$ cat src/rtl/alu8_pkg.sv
package alu8_pkg;
  typedef enum logic [2:0] {
    OP_AND  = 3'b000,
    OP_OR   = 3'b001,
    OP_ADD  = 3'b010,
    OP_SLTU = 3'b011,
    OP_XOR  = 3'b100,
    OP_NOR  = 3'b101,
    OP_SUB  = 3'b110,
    OP_SLT  = 3'b111
  } alu_op_e;
endpackage

$ cat src/rtl/alu8_addsub.sv
module alu8_addsub #(
  parameter int WIDTH = 32
) (
  input  logic [WIDTH-1:0] a,
  input  logic [WIDTH-1:0] b,
  input  logic             subtract,
  output logic [WIDTH-1:0] sum,
  output logic             carry,
  output logic             ovf
);
  localparam int MSB = WIDTH - 1;

  logic [WIDTH-1:0] b_eff;
  logic [WIDTH:0]   wide;

  always_comb begin
    b_eff = subtract ? ~b : b;
    wide  = {1'b0, a} + {1'b0, b_eff} + {{WIDTH{1'b0}}, subtract};
    sum   = wide[WIDTH-1:0];
    carry = wide[WIDTH];
    // signs of both adder inputs agree but the sum sign differs
    ovf   = ~(a[MSB] ^ b_eff[MSB]) & (a[MSB] ^ sum[MSB]);
  end
endmodule

$ cat src/rtl/alu8_logic.sv
module alu8_logic #(
  parameter int WIDTH = 32
) (
  input  logic [WIDTH-1:0] a,
  input  logic [WIDTH-1:0] b,
  input  logic [1:0]       fn,
  output logic [WIDTH-1:0] y
);
  // fn: 00 and, 01 or, 10 xor, 11 nor
  for (genvar i = 0; i < WIDTH; i++) begin : g_bit
    always_comb begin
      unique case (fn)
        2'b00:   y[i] = a[i] & b[i];
        2'b01:   y[i] = a[i] | b[i];
        2'b10:   y[i] = a[i] ^ b[i];
        default: y[i] = ~(a[i] | b[i]);
      endcase
    end
  end
endmodule

$ cat src/rtl/alu8_core.sv
module alu8_core
  import alu8_pkg::*;
#(
  parameter int WIDTH = 32
) (
  input  logic [WIDTH-1:0] opnd_a,
  input  logic [WIDTH-1:0] opnd_b,
  input  logic [2:0]       op_sel,
  output logic [WIDTH-1:0] result,
  output logic             zero,
  output logic             carry_out,
  output logic             overflow
);
  localparam int MSB = WIDTH - 1;

  alu_op_e op;
  logic    do_sub;
  logic    is_arith;
  logic    is_cmp;
  logic    borrow;
  logic    lt_signed;

  logic [WIDTH-1:0] as_sum;
  logic             as_carry;
  logic             as_ovf;
  logic [WIDTH-1:0] lg_y;

  assign op       = alu_op_e'(op_sel);
  assign do_sub   = (op == OP_SUB) || (op == OP_SLT) || (op == OP_SLTU);
  assign is_arith = (op == OP_ADD) || (op == OP_SUB);
  assign is_cmp   = (op == OP_SLT) || (op == OP_SLTU);

  alu8_addsub #(.WIDTH(WIDTH)) u_addsub (
    .a        (opnd_a),
    .b        (opnd_b),
    .subtract (do_sub),
    .sum      (as_sum),
    .carry    (as_carry),
    .ovf      (as_ovf)
  );

  alu8_logic #(.WIDTH(WIDTH)) u_logic (
    .a  (opnd_a),
    .b  (opnd_b),
    .fn ({op_sel[2], op_sel[0]}),
    .y  (lg_y)
  );

  assign borrow    = ~as_carry;
  assign lt_signed = as_sum[MSB] ^ as_ovf;

  always_comb begin
    unique case (op)
      OP_ADD, OP_SUB: result = as_sum;
      OP_SLT:         result = {{(WIDTH-1){1'b0}}, lt_signed};
      OP_SLTU:        result = {{(WIDTH-1){1'b0}}, borrow};
      default:        result = lg_y;
    endcase
  end

  assign zero      = ~|result;
  assign carry_out = (op == OP_ADD) ? as_carry : (do_sub ? borrow : 1'b0);
  assign overflow  = is_arith & as_ovf;

  always_comb begin
    if (is_cmp) begin
      AST_CMP_BOOLEAN: assert (result[WIDTH-1:1] == '0);
    end
    if (op == OP_SLTU) begin
      AST_SLTU_BORROW: assert (result[0] == carry_out);
    end
    if (!is_arith) begin
      AST_NO_OVERFLOW: assert (!overflow);
    end
    if (!is_arith && !is_cmp) begin
      AST_LOGIC_NO_CARRY: assert (!carry_out);
    end
    if (op == OP_SUB && opnd_a == opnd_b) begin
      AST_EQUAL_ZERO: assert (zero && !carry_out);
    end
  end
endmodule

$ cat config.mk
export PLATFORM = sky130hd
export DESIGN_NAME = alu8_core
export DESIGN_NICKNAME = d
export VERILOG_FILES = /design/src/rtl/alu8_pkg.sv /design/src/rtl/alu8_addsub.sv /design/src/rtl/alu8_logic.sv /design/src/rtl/alu8_core.sv
export SDC_FILE = /design/constraint.sdc
export NUM_CORES = 1
export LEC_CHECK = 0
export ABC_CLOCK_PERIOD_IN_PS = 14600
export BUFFER_PORTS_ARGS = -buffer_cell sky130_fd_sc_hd__buf_4
export CAP_MARGIN = 5
export CORE_MARGIN = 2
export CORE_UTILIZATION = 60
export DETAILED_ROUTE_END_ITERATION = 6
export GPL_TIMING_DRIVEN = 1
export PLACE_DENSITY_LB_ADDON = 0.08
export SYNTH_ARGS = -nofsm -noshare
export SYNTH_HDL_FRONTEND = slang
export SYNTH_SLANG_ARGS = --single-unit
$ cat constraint.sdc
create_clock -name vclk -period 14.6
set_clock_uncertainty 0.2 [all_clocks]
set_input_delay 2.92 -clock vclk [all_inputs]
set_output_delay 2.92 -clock vclk [all_outputs]
set_load 0.03 [all_outputs]
# ---- Word-level counts from Yosys, hierarchy flattened
# Index checks and enable logic that the tools add are counted.
dict set report classes {
  bitwise_logic 136
  n_addsub 2
  eq_ne 6
  n_reduce_logical 7
  n_mux 36
}
# cell count
set ops {}
lappend ops {{one-hot mux 1 bit (3 select lines)} 32}
lappend ops {{one-hot mux 32 bit (3 select lines)} 1}
lappend ops {{XOR 1 bit} 35}
lappend ops {{AND 1 bit} 34}
lappend ops {{NOT 1 bit} 34}
lappend ops {{adder 32 x 32 -> 33 bit} 1}
lappend ops {{adder 33 x 1 -> 33 bit} 1}
lappend ops {{2-to-1 mux 32 bit} 1}
lappend ops {{NOT 32 bit} 1}
lappend ops {{bitwise OR 1 bit} 32}
lappend ops {{OR reduction 32 bit} 1}
lappend ops {{equality test 3 x 2 -> 1 bit (second input constant)} 2}
lappend ops {{equality test 3 bit (second input constant)} 2}
lappend ops {{logical OR 1 bit} 3}
lappend ops {{equality test 2 x 1 -> 1 bit (second input constant)} 1}
lappend ops {{equality test 2 bit (second input constant)} 1}
lappend ops {{zero test 2 bit} 1}
lappend ops {{2-to-1 mux 1 bit} 2}
lappend ops {{OR reduction 2 bit} 1}
lappend ops {{zero test 1 bit} 1}
dict set report word_totals {
  reg_bits 0
  in_bits 67
}

# ---- Longest topological paths before layout
# Gate-level depths: netlist (run 1).
dict set report depth {
  word_depth 12
  mapped_depth 17
  mapped_depth_nobuf 14
}

# ---- Cells and area by module
# From an unflattened synthesis (run 1), not the netlist that was laid out.
dict set report unflattened {
  hier_cells 699
  hier_area_um2 5007.3
}
# module instances area_per_inst_um2 cells_per_inst
set by_module_without_submodules {}
lappend by_module_without_submodules {alu8_logic 1 2242.2 306}
lappend by_module_without_submodules {alu8_addsub 1 2209.6 311}
lappend by_module_without_submodules {alu8_core 1 555.5 82}

# ---- Worst setup path after synthesis (run 1)
# Ideal clock, no wire load.
dict set report synth_timing {
  path_type {input to output}
  start {in op_sel[0]}
  end {out zero}
  path_slack_ps 4452
  arrival_time_ps 7028
  required_time_ps 11480
  path_stages 15
  path_buffers 3
  cell_sequence {buf_4 > o21ai_4 > buf_1 > xnor2_1 > ha_1 > clkbuf_1 > o2111ai_1 > a211oi_1 > o21ai_1 > mux2i_1 > or3_1 > a2111o_1 > nor4_1 > nand4b_1 > nor4_2}
}
dict set report synth_via {
  elab_cells_between_ends 54
  cone_classes {add/sub (2); eq/ne (6); mux (34); bitwise (6); reduce/logical (6)}
}
# item line_no
set synth_lines {}
lappend synth_lines {{start: declaration} alu8_core.sv:8} ;# input logic [2:0] op_sel,
lappend synth_lines {{equality test 3 bit} {alu8_core.sv:29, alu8_core.sv:53}}
lappend synth_lines {{logical OR 1 bit (2 in series)} alu8_core.sv:29} ;# assign do_sub = (op == OP_SUB) || (op == OP_SLT) || (op == OP_SLTU);
lappend synth_lines {{2-to-1 mux 32 bit} alu8_addsub.sv:17} ;# b_eff = subtract ? ~b : b;
lappend synth_lines {{adder 32 x 32 -> 33 bit} alu8_addsub.sv:18} ;# wide = {1'b0, a} + {1'b0, b_eff} + {{WIDTH{1'b0}}, subtract};
lappend synth_lines {{adder 33 x 1 -> 33 bit} alu8_addsub.sv:18}
lappend synth_lines {{one-hot mux 32 bit (3 select lines) (*)} alu8_core.sv:53} ;# unique case (op)
lappend synth_lines {{net result[16]} alu8_core.sv:9} ;# output logic [WIDTH-1:0] result,
lappend synth_lines {{OR reduction 32 bit (*)} alu8_core.sv:61} ;# assign zero = ~|result;
lappend synth_lines {{zero test 1 bit (*)} alu8_core.sv:61}
lappend synth_lines {{end: declaration} alu8_core.sv:10} ;# output logic zero,
# Mark *: on every way through the listed nets, which the timed path passes. The rest lies on a longest branch.

# ---- Worst setup path after layout (run 1)
dict set report layout_timing {
  start {in op_sel[2]}
  end {out zero}
}
dict set report layout_via {
  elab_chain_len 12
  elab_cells_between_ends 54
  cone_classes {add/sub (2); eq/ne (6); mux (34); bitwise (6); reduce/logical (6)}
}
# item line_no
set layout_rtl {}
lappend layout_rtl {{equality test 3 bit} {alu8_core.sv:29, alu8_core.sv:53}}
lappend layout_rtl {{logical OR 1 bit (2 in series)} alu8_core.sv:29}
lappend layout_rtl {{2-to-1 mux 32 bit} alu8_addsub.sv:17}
lappend layout_rtl {{adder 32 x 32 -> 33 bit} alu8_addsub.sv:18}
lappend layout_rtl {{adder 33 x 1 -> 33 bit} alu8_addsub.sv:18}
lappend layout_rtl {{XOR 1 bit} alu8_addsub.sv:22} ;# ovf = ~(a[MSB] ^ b_eff[MSB]) & (a[MSB] ^ sum[MSB]);
lappend layout_rtl {{AND 1 bit} alu8_addsub.sv:22}
lappend layout_rtl {{XOR 1 bit} alu8_core.sv:50} ;# assign lt_signed = as_sum[MSB] ^ as_ovf;
lappend layout_rtl {{one-hot mux 32 bit (3 select lines) (*)} alu8_core.sv:53}
lappend layout_rtl {{OR reduction 32 bit (*)} alu8_core.sv:61}
lappend layout_rtl {{zero test 1 bit (*)} alu8_core.sv:61}
# Every way passes the cells marked *; elsewhere a longest branch is shown, timed or not.

==> results of run 1 <==
-- layout by cell type (no fill, tap or decap), drive strengths merged, types with 3 or more instances in the layout --
cell and n:
nand2b 4, a221oi 4, a31oi 3, o2111ai 3
a2111oi 3, xor2 12, o21bai 5, or2 3
o21a 12, xnor2 63, a211oi 16, a211o 4
nor2 47, or3 7, and4 4, and2 9
nand3 15, mux2i 39, mux2 6, a21o 10
nand2 45, o32ai 3, o211ai 8, nor2b 4
o22ai 8, o21ai 40, o31ai 4, and3 3
a21oi 40, nand4b 5, inv 77, ha 96
buf 106, nor4 7, nand3b 3, nand4 7
nor3 14, or4 3
-- how the worst max path moves through the flow --
stage	startpoint	end	slack, ps	depth (start not counted)
5_1_grt	op_sel[0]	zero	3500	17
3_3_place_gp	op_sel[0]	zero	3980	17
2_1_floorplan	op_sel[0]	zero	4450	15
3_5_place_dp	op_sel[2]	zero	3820	17
6_report	op_sel[2]	zero	3720	17
4_1_cts	op_sel[0]	zero	3800	17
-- cells in the mapped netlist (3+ instances only) --
cell / count / area, µm²
ha_1: 96 / 1201
nand2b_1: 4 / 25.02
nor2b_1: 4 / 25.02
a211oi_1: 16 / 120.1
xnor2_1: 63 / 551.8
o21a_1: 12 / 90.09
a2111oi_0: 3 / 26.28
o2111ai_1: 3 / 26.28
buf_1: 6 / 22.52
nand3b_1: 3 / 22.52
or2_2: 3 / 18.77
inv_1: 77 / 289.0
and2_1: 9 / 56.30
o21bai_1: 5 / 37.54
and3_1: 3 / 18.77
buf_4: 4 / 30.03
nand3_1: 15 / 75.07
o32ai_1: 3 / 26.28
o211ai_1: 8 / 60.06
nand4b_1: 4 / 35.03
nor4_1: 5 / 31.28
nor3_1: 14 / 70.07
a31oi_1: 3 / 18.77
buf_2: 6 / 30.03
nand4_1: 7 / 43.79
nand2_1: 45 / 168.9
o31ai_1: 3 / 22.52
a221oi_1: 3 / 26.28
mux2_2: 5 / 56.30
o21ai_0: 34 / 170.2
o21ai_1: 5 / 25.02
a211o_1: 4 / 35.03
nor2_1: 47 / 176.4
o22ai_1: 8 / 50.05
a21oi_1: 40 / 200.2
xor2_1: 12 / 105.1
a21o_1: 10 / 75.07
and4_1: 4 / 35.03
mux2i_1: 39 / 390.4
clkbuf_1: 21 / 78.83
or3_1: 7 / 43.79
-- power breakdown --
group | switching (mW) | internal, mW | total, mW
clock network | 0 | 0 | 0
registers | 0 | 0 | 0
logic | 0.192 | 0.129 | 0.321
-- layer usage --
metal | vias to the layer above | global-route usage | share of wire
met5 | - | 0 | 0
met4 | 0 | 0.09524 | 0.030
met3 | 39 | 0.02372 | 0.067
met2 | 246 | 0.6039 | 0.50
met1 | 2541 | 0.3882 | 0.41
li1 | 2642 | - | -
-- stage by stage --
step,utilization,setup WS [ps]
global route,0.7104,3502
detailed placement,0.7104,3821
floorplan,-,4452
global placement,0.7104,3981
finish,0.7104,3720
CTS,0.7104,3801
-- cells by family (layout without fill, tap and decap cells) --
logic type / Yosys count / count (layout) / synth area share
AO/OA/AOI/OAI: 184 / 184 / 0.2528
XOR/XNOR: 75 / 75 / 0.1311
adder cells (fa/ha/maj): 97 / 97 / 0.2438
buffers and inverters: 115 / 184 / 0.09066
multiplexers: 45 / 45 / 0.09141
AND/OR/NAND/NOR: 184 / 184 / 0.1903
-- tightest hold or removal path: stages --
cell	delay, ps
buf_4	100
inv_1	60
xnor2_1	140
nor3_1	40
buf_4	160
-- final cells by class --
class                           count  area [µm²]  area share
Tap cell                          105       131.4     0.02274
Timing Repair Buffer              106       795.8      0.1377
Multi-Input combinational cell    585        4558      0.7889
Inverter                           78       292.8     0.05067
==> impl_results.md, run 1 <==
* Critical Path Sink Type: output pin
* Floorplan die height at between 90 and 100 µm
* Count of sequential standard cells at 0
* Global-route wire length before repair at about 24000 µm
* Input/output buffers at between 100 and 150
* Overall routing resource usage at 0.3217
* Post-Route Setup TNS at 0 ps
* Die Footprint at a little over 0.009 mm²
* Final number of setup-violating endpoints at 0
* Leakage power of the design at between 2 and 3 nW
* Standard cell core area at 0.008134 mm²
* Post-synthesis cell type count at 71
* Final global-route overflow total at 0
* Share of synthesized area occupied by flip-flops and latches at 0
* Area occupied by registers at 0 µm²
* Number of cells upsized or downsized after cts at 0
* Mean instance size in the synthesized netlist at approximately 7.2 µm²
* Run status: finished clean
* HP Class: primary input to output pin
* Post-detailed-placement cell area at ~0.0058 mm²
* Layout fillers at 684
* Cells traversed along the worst timing path: buf_4 -> o21ai_4 -> buf_4 -> xnor2_1 -> inv_1 -> fa_1 -> nor2b_1 -> o2111ai_1 -> a211oi_1 -> o21ai_1 -> o21ba_2 -> xnor2_1 -> a2111o_1 -> nor4_1 -> nand4b_1 -> nor4_2 -> buf_4
* Final nets at approximately 940
* Final cell count without fillers at slightly below 900
* Design Power at 321.4 µW
* Residual DRC at 0
* Inst Count DP at between 800 and 900
* Total half-perimeter wirelength after legalization and detailed placement at about 12000 µm
* Maximum VDD drop at 0.00003302 V
* Clock buffer instance count of the final layout at 0
* Hold violation total from the final report at 0
* Power per Cell Area at around 56 mW/mm²
* Synthesized instance count at 700
* Worst Hold Endpoint: overflow
* Routed Wire Length at roughly 15000 µm
* Number of hold buffers added after CTS at 0
* First-pass DRT Iterations at 5
* Final hold slack at ~6100 ps
* Data required time at the worst endpoint at about 11000 ps
* Beginning of the worst hold path: opnd_a[31]
* Pin count of the biggest net entering global routing at 38
* Average wire length per cell after detail routing at 17.28 µm
* Fraction of final layout cells sized beyond drive strength 1 at 0.1664
* Final number of max-transition violations at 0
* Standard cell with the maximum stage delay on the critical path: a211oi_1
* Largest driver fanout on the critical path at 33
* Vias at about 5500
* Time the worst path needs with I/O delays and setup at 10880 ps
* Post-layout instance area at a little under 0.006 mm²
* Startpoint type of the worst setup path: primary input
* Post-CTS setup buffers at 0
* Worst hold path stage count at 5
* RePlAce Congestion at 0.9216
* Average vias per placed instance at 6.256
* Final Cycle Share at 0.7452
* Critical path buffers and inverters at 4
* Cell type group with the largest total delay on the critical path: compound AO/OA/AOI/OAI gates
* Die boundary width at 95.38 µm
* Boundary Pins at 102
* Arrival time reported for the critical path endpoint at between 7000 and 8000 ps
* Area Growth Syn to Fin at 15.33%
* Max-cap violation count at 0
* Crit path top cell by count: buf_4
* Diode insertion count for antenna repair at 0
* Number of antenna violations at the first check in global routing at 0
* Slowest cell delay on critical path at around 550 ps
* Mapped cell area at around 0.0050 mm²
* Cell Rows at 33
* Remaining antenna violation count after routing at 0
* Fmax achieved at 91.92 MHz
* Worst-Margin Slew at ~900 ps
* Number of warnings reported in the yosys synthesis log at 0
* Starting density of the core at 0.6159
* Class of the most critical setup path: primary input to output pin
* Max-Slew Margin vs Limit at 0.3880
* Drt initial violations at between 300 and 400
* Setup repair after global routing missed its margin: false
* Mapped Nets at 864
* Number of global-route vias before repair at 5117
(Power assumes the default switching activity.)
==> run 2, diff against run 1 <==
--- a/config.mk
+++ b/config.mk
@@ -5,11 +5,11 @@
 export SDC_FILE = /design/constraint.sdc
 export NUM_CORES = 1
 export LEC_CHECK = 0
-export ABC_CLOCK_PERIOD_IN_PS = 14600
+export ABC_CLOCK_PERIOD_IN_PS = 9490
 export BUFFER_PORTS_ARGS = -buffer_cell sky130_fd_sc_hd__buf_4
 export CAP_MARGIN = 5
 export CORE_MARGIN = 2
-export CORE_UTILIZATION = 60
+export CORE_UTILIZATION = 54
 export DETAILED_ROUTE_END_ITERATION = 6
 export GPL_TIMING_DRIVEN = 1
 export PLACE_DENSITY_LB_ADDON = 0.08
==> constraint.sdc (replaced) <==
create_clock -name vclk -period 9.49
set_clock_uncertainty 0.2 [all_clocks]
set_input_delay 1.898 -clock vclk [all_inputs]
set_output_delay 1.898 -clock vclk [all_outputs]
set_load 0.03 [all_outputs]
==> impl_results.md, run 2 (synthesis results as in run 1) <==
* Commonest non-fill, non-tap cell in the layout: buf_4 (unchanged)
* Final critical-path setup slack at 881.3 ps (was 3720 ps)
* Number of antenna violations at the first check in global routing at 0 (unchanged)
* Final nets at 936 (was 935)
* Arrival time reported for the critical path endpoint at 6510 ps (was 7760 ps)
* Combinational power share at 1.000 (about the same)
* Standard cell with the maximum stage delay on the critical path: a211oi_1 (unchanged)
* Fraction of power spent switching nets at 0.5965 (was 0.5983)
* Boundary Pins at 102 (unchanged)
* Average wire length per cell after detail routing at 17.16 µm (was 17.28 µm)
* Most used cells in the layout excluding fill and tap cells: buf_4, ha_1, inv_1 (unchanged)
* Die boundary width at 100.3 µm (was 95.38 µm)
* Startpoint type of the worst setup path: primary input (unchanged)
* Run status: finished clean (unchanged)
* Drt initial violations at 286 (was 314)
* Crit path top cell by count: buf_4 (unchanged)
* Beginning of the worst hold path: opnd_a[31] (unchanged)
* Post-CTS setup buffers at 0 (unchanged)
* Overall routing resource usage at 0.2944 (was 0.3217)
* RePlAce Congestion at 0.9121 (was 0.9216)
* Switching power total at 293.6 µW (was 192.3 µW)
* Final hold slack at 4104 ps (was 6145 ps)
* First element of the critical path: op_sel[0] (was op_sel[2])
* Max-Slew Margin vs Limit at 0.3136 (was 0.3880)
* Floorplan die height at 100.3 µm (was 95.38 µm)
* Starting density of the core at 0.5500 (was 0.6159)
* Layout fillers at 888 (was 684)
* Total half-perimeter wirelength after legalization and detailed placement at 12120 µm (was 12090 µm)
* Power per Cell Area at 84.96 mW/mm² (was 55.63 mW/mm²)
* Area occupied by registers at 0 µm² (unchanged)
* Post-route core utilization at 0.6360 (was 0.7104)
* Critical Path Sink Type: output pin (unchanged)
* Post-detailed-placement cell area at 0.005793 mm² (was 0.005778 mm²)
* Internal cell power at 198.6 µW (was 129.1 µW)
* Max-cap violation count at 0 (unchanged)
* Number of global-route vias before repair at 5052 (was 5117)
* Input/output buffers at 102 (unchanged)
* Fmax achieved at 116.2 MHz
* Time the worst path needs with I/O delays and setup at 8609 ps
* Cells traversed along the worst timing path: buf_4 -> o21ai_4 -> buf_4 -> xnor2_1 -> ha_1 -> a211o_1 -> o21ai_1 -> a211oi_1 -> o21ai_1 -> o21ba_2 -> xnor2_1 -> a2111o_1 -> nor4_1 -> nand4b_1 -> nor4_2 -> buf_4 (was buf_4 -> o21ai_4 -> buf_4 -> xnor2_1 -> inv_1 -> fa_1 -> nor2b_1 -> o2111ai_1 -> a211oi_1 -> o21ai_1 -> o21ba_2 -> xnor2_1 -> a2111o_1 -> nor4_1 -> nand4b_1 -> nor4_2 -> buf_4)
* Maximum VDD drop at 0.00004696 V (was 0.00003302 V)
* Data required time at the worst endpoint at 7390 ps (was 11480 ps)
* Setup repair after global routing missed its margin: false (unchanged)
* Number of cells upsized or downsized after cts at 0 (unchanged)
* Standard cell core area at 0.009109 mm² (was 0.008134 mm²)
* Inst Count DP at 881 (was 874)
* Share of total power in sequential cells at 0 (about the same)
* Count of sequential standard cells at 0 (unchanged)
* Class of the most critical setup path: primary input to output pin (unchanged)
* Average vias per placed instance at 5.992 (was 6.256)
* Setup slack after placement at 928.1 ps (was 3821 ps)
* Largest driver fanout on the critical path at 23 (was 33)
* Remaining antenna violation count after routing at 0 (unchanged)
* Worst Hold Endpoint: overflow (unchanged)
* Post-Route Setup TNS at 0 ps (unchanged)
* Hold violation total from the final report at 0 (unchanged)
* HP Class: primary input to output pin (unchanged)
* Cell Rows at 35 (was 33)
* Diode insertion count for antenna repair at 0 (unchanged)
* Design Power at 492.2 µW (was 321.4 µW)
* Final Cycle Share at 0.9071
* Global-route wire length before repair at 24430 µm (was 23800 µm)
* Worst hold path stage count at 5 (unchanged)
* Vias at 5279 (was 5468)
* Die Footprint at 0.01006 mm² (was 0.009096 mm²)
* Clock buffer instance count of the final layout at 0 (unchanged)
* Leakage power of the design at 2.881 nW (was 2.876 nW)
* Fraction of final layout cells sized beyond drive strength 1 at 0.1675 (was 0.1664)
* Residual DRC at 0 (unchanged)
* Pin count of the biggest net entering global routing at 69 (was 38)
* Slowest cell delay on critical path at 710 ps (was 550 ps)
* Number of hold buffers added after CTS at 0 (unchanged)
* Final number of max-transition violations at 0 (unchanged)
* Clk network pwr share at 0 (about the same)
* Final cell count without fillers at 881 (was 874)
* Final number of setup-violating endpoints at 0 (unchanged)
* Final global-route overflow total at 0 (unchanged)
* Routed Wire Length at 15120 µm (was 15110 µm)
* First-pass DRT Iterations at 5 (unchanged)
* Post-layout instance area at 0.005793 mm² (was 0.005778 mm²)
* Worst-Margin Slew at 1030 ps (was 912.3 ps)
* Area Growth Syn to Fin at 15.63% (was 15.33%)
-- run 2: changes by cell type in the layout (fill, tap and decap cells not counted), sizes merged --
cell,before,now
buf,106,107
-- run 2: cell type report --
class | count | area, µm² | area share
inverters | 78 | 292.8 | 0.05054
repair buffers | 107 | 803.3 | 0.1387
well taps | 111 | 138.9 | 0.02397
multi-input cells | 585 | 4558 | 0.7868
-- run 2: worst max-delay path by stage --
| stage | endpoint | slack, ps | cells past startpoint |
|---|---|---|---|
| after floorplan | zero | 1390 | 15 |
| after global placement | zero | 1050 | 15 |
| after detailed placement | zero | 930 | 16 |
| after CTS | zero | 900 | 16 |
| after global routing | zero | 600 | 16 |
| final | zero | 880 | 16 |
-- run 2: metal layers --
| layer | wire [µm] | vias up | GRT usage |
|---|---|---|---|
| met1 | 6280 | 2398 | 0.3726 |
| met3 | 893 | 39 | 0.02159 |
| met2 | 7395 | 204 | 0.5276 |
| li1 | - | 2638 | - |
| met4 | 552 | 0 | 0.09484 |
| met5 | 0 | - | 0 |
-- run 2: worst max-delay path: cells and delay by family --
kind / cells / cell delay [ps]
and+or+nand+nor: 3 / 720
buffers and inverters: 3 / 810
AOI/OAI and AO/OA: 7 / 2400
adders and majority gates: 1 / 420
xor gates and xnor gates: 2 / 270
-- run 2: power groups by stage --
stage	sequential (mW)	combinational, mW	clock [mW]
after floorplan	0	0.343	0
after global placement	0	0.479	0
after detailed placement	0	0.486	0
after CTS	0	0.489	0
after global routing	0	0.539	0
final	0	0.492	0
==> run 3, diff against run 2 <==
--- a/config.mk
+++ b/config.mk
@@ -5,6 +5,7 @@
 export SDC_FILE = /design/constraint.sdc
 export NUM_CORES = 1
 export LEC_CHECK = 0
+export ABC_AREA = 0
 export ABC_CLOCK_PERIOD_IN_PS = 9490
 export BUFFER_PORTS_ARGS = -buffer_cell sky130_fd_sc_hd__buf_4
 export CAP_MARGIN = 5
@@ -13,6 +14,7 @@
 export DETAILED_ROUTE_END_ITERATION = 6
 export GPL_TIMING_DRIVEN = 1
 export PLACE_DENSITY_LB_ADDON = 0.08
+export RECOVER_POWER = 25
 export SYNTH_ARGS = -nofsm -noshare
 export SYNTH_HDL_FRONTEND = slang
 export SYNTH_SLANG_ARGS = --single-unit
==> impl_results.md, run 3 (synthesis results as in run 1) <==
* Run status: finished clean (unchanged)
* Worst Hold Endpoint: overflow (unchanged)
* Time the worst path needs with I/O delays and setup at 8675 ps (was 8609 ps)
* Area Growth Syn to Fin at 15.41% (was 15.63%)
* Die Footprint at 0.01006 mm² (unchanged)
* Standard cell core area at 0.009109 mm² (unchanged)
* Final nets at 936 (unchanged)
* Number of hold buffers added after CTS at 0 (unchanged)
* Vias at 5289 (was 5279)
* Overall routing resource usage at 0.2944 (unchanged)
* HP Class: primary input to output pin (unchanged)
* Leakage power of the design at 2.870 nW (was 2.881 nW)
* Max-Slew Margin vs Limit at 0.3112 (was 0.3136)
* Worst hold path stage count at 5 (unchanged)
* Critical path buffers and inverters at 3 (unchanged)
* Cell Rows at 35 (unchanged)
* Fraction of final layout cells sized beyond drive strength 1 at 0.1636 (was 0.1675)
* Fmax achieved at 115.3 MHz (was 116.2 MHz)
* Number of cells upsized or downsized after cts at 0 (unchanged)
* Residual DRC at 0 (unchanged)
* Global-route wire length before repair at 24430 µm (unchanged)
* Pin count of the biggest net entering global routing at 69 (unchanged)
* Most used cells in the layout excluding fill and tap cells: buf_4, ha_1, inv_1 (unchanged)
* Multi-input gate area at 0.004558 mm² (unchanged)
* Startpoint type of the worst setup path: primary input (unchanged)
* Class of the most critical setup path: primary input to output pin (unchanged)
* Count of sequential standard cells at 0 (unchanged)
* Largest driver fanout on the critical path at 23 (unchanged)
* Number of global-route vias before repair at 5052 (unchanged)
* Input/output buffers at 102 (unchanged)
* Final Cycle Share at 0.9141 (was 0.9071)
* Standard cell with the maximum stage delay on the critical path: a211oi_1 (unchanged)
* Die boundary width at 100.3 µm (unchanged)
* Drt initial violations at 277 (was 286)
* Average wire length per cell after detail routing at 17.14 µm (was 17.16 µm)
* Diode insertion count for antenna repair at 0 (unchanged)
* Clock buffer instance count of the final layout at 0 (unchanged)
* Post-CTS setup buffers at 0 (unchanged)
* Commonest non-fill, non-tap cell in the layout: buf_4 (unchanged)
* Slowest cell delay on critical path at 720 ps (was 710 ps)
* Worst-Margin Slew at 1033 ps (was 1030 ps)
* RePlAce Congestion at 0.9121 (unchanged)
* Maximum VDD drop at 0.00004681 V (was 0.00004696 V)
* Remaining antenna violation count after routing at 0 (unchanged)
* Data required time at the worst endpoint at 7390 ps (about the same)
* Setup repair after global routing missed its margin: false (unchanged)
* Design Power at 490.5 µW (was 492.2 µW)
* Post-Route Setup TNS at 0 ps (unchanged)
* Beginning of the worst hold path: opnd_a[31] (unchanged)
* Boundary Pins at 102 (unchanged)
* Total half-perimeter wirelength after legalization and detailed placement at 12120 µm (unchanged)
* Number of antenna violations at the first check in global routing at 0 (unchanged)
* Area occupied by registers at 0 µm² (unchanged)
* Cell type group with the largest total delay on the critical path: compound AO/OA/AOI/OAI gates (unchanged)
* Critical Path Sink Type: output pin (unchanged)
* Layout fillers at 891 (was 888)
* Average vias per placed instance at 6.003 (was 5.992)
* Arrival time reported for the critical path endpoint at 6580 ps (was 6510 ps)
* Final number of setup-violating endpoints at 0 (unchanged)
* Final hold slack at 4104 ps (unchanged)
* Hold violation total from the final report at 0 (unchanged)
* Max-cap violation count at 0 (unchanged)
* Final number of max-transition violations at 0 (unchanged)
* Final global-route overflow total at 0 (unchanged)
* Power per Cell Area at 84.83 mW/mm² (was 84.96 mW/mm²)
* Floorplan die height at 100.3 µm (unchanged)
* Starting density of the core at 0.5500 (unchanged)
* Routed Wire Length at 15100 µm (was 15120 µm)
* Cells traversed along the worst timing path: buf_4 -> o21ai_4 -> buf_4 -> xnor2_1 -> ha_1 -> a211o_1 -> o21ai_0 -> a211oi_1 -> o21ai_1 -> o21ba_2 -> xnor2_1 -> a2111o_1 -> nor4_1 -> nand4b_1 -> nor4_2 -> buf_4 (was buf_4 -> o21ai_4 -> buf_4 -> xnor2_1 -> ha_1 -> a211o_1 -> o21ai_1 -> a211oi_1 -> o21ai_1 -> o21ba_2 -> xnor2_1 -> a2111o_1 -> nor4_1 -> nand4b_1 -> nor4_2 -> buf_4)
* Crit path top cell by count: buf_4 (unchanged)
* First-pass DRT Iterations at 5 (unchanged)
## run 3: cell count changes in the layout (fill, tap and decap cells not counted)
cell / previous run / this run
buf_4: 107 / 104
clkbuf_1: 0 / 3
o21ai_0: 34 / 35
o21ai_1: 5 / 4
## run 3: worst max-delay path by stage
stage | startpoint | end | slack (ps) | cells after the start
global placement | op_sel[0] | zero | 1050 | 15
detailed placement | op_sel[0] | zero | 930 | 16
CTS | op_sel[0] | zero | 900 | 16
global route | op_sel[0] | zero | 500 | 16
floorplan | op_sel[0] | zero | 1390 | 15
finish | op_sel[0] | zero | 810 | 16
## run 3: layout make-up
class              count  area share
multi-input cells    585      0.7884
repair buffers       107      0.1370
inverters             78     0.05064
well taps            111     0.02402
## run 3: layer usage
metal,share of wire,routed length (µm),global-route usage,vias to the layer above
met5,0,0,0,-
met4,0.032,489,0.09484,0
met3,0.059,890,0.02159,31
met2,0.49,7397,0.5276,205
met1,0.42,6327,0.3726,2412
li1,-,-,-,2641
## run 3: stage by stage
step / cell area (µm²) / setup WS (ps) / instances / utilization
6_report: 5782 / 814.7 / 881 / 0.6348
4_1_cts: 5793 / 898.5 / 881 / 0.6360
2_1_floorplan: 5010 / 1386 / 700 / -
5_1_grt: 5782 / 504.7 / 881 / 0.6348
3_5_place_dp: 5793 / 928.1 / 881 / 0.6360
3_3_place_gp: 5793 / 1046 / 881 / 0.6360
## run 3: where the power goes
part,total (mW),internal [mW],switching [mW]
Clock,0,0,0
Sequential,0,0,0
Combinational,0.490,0.197,0.294
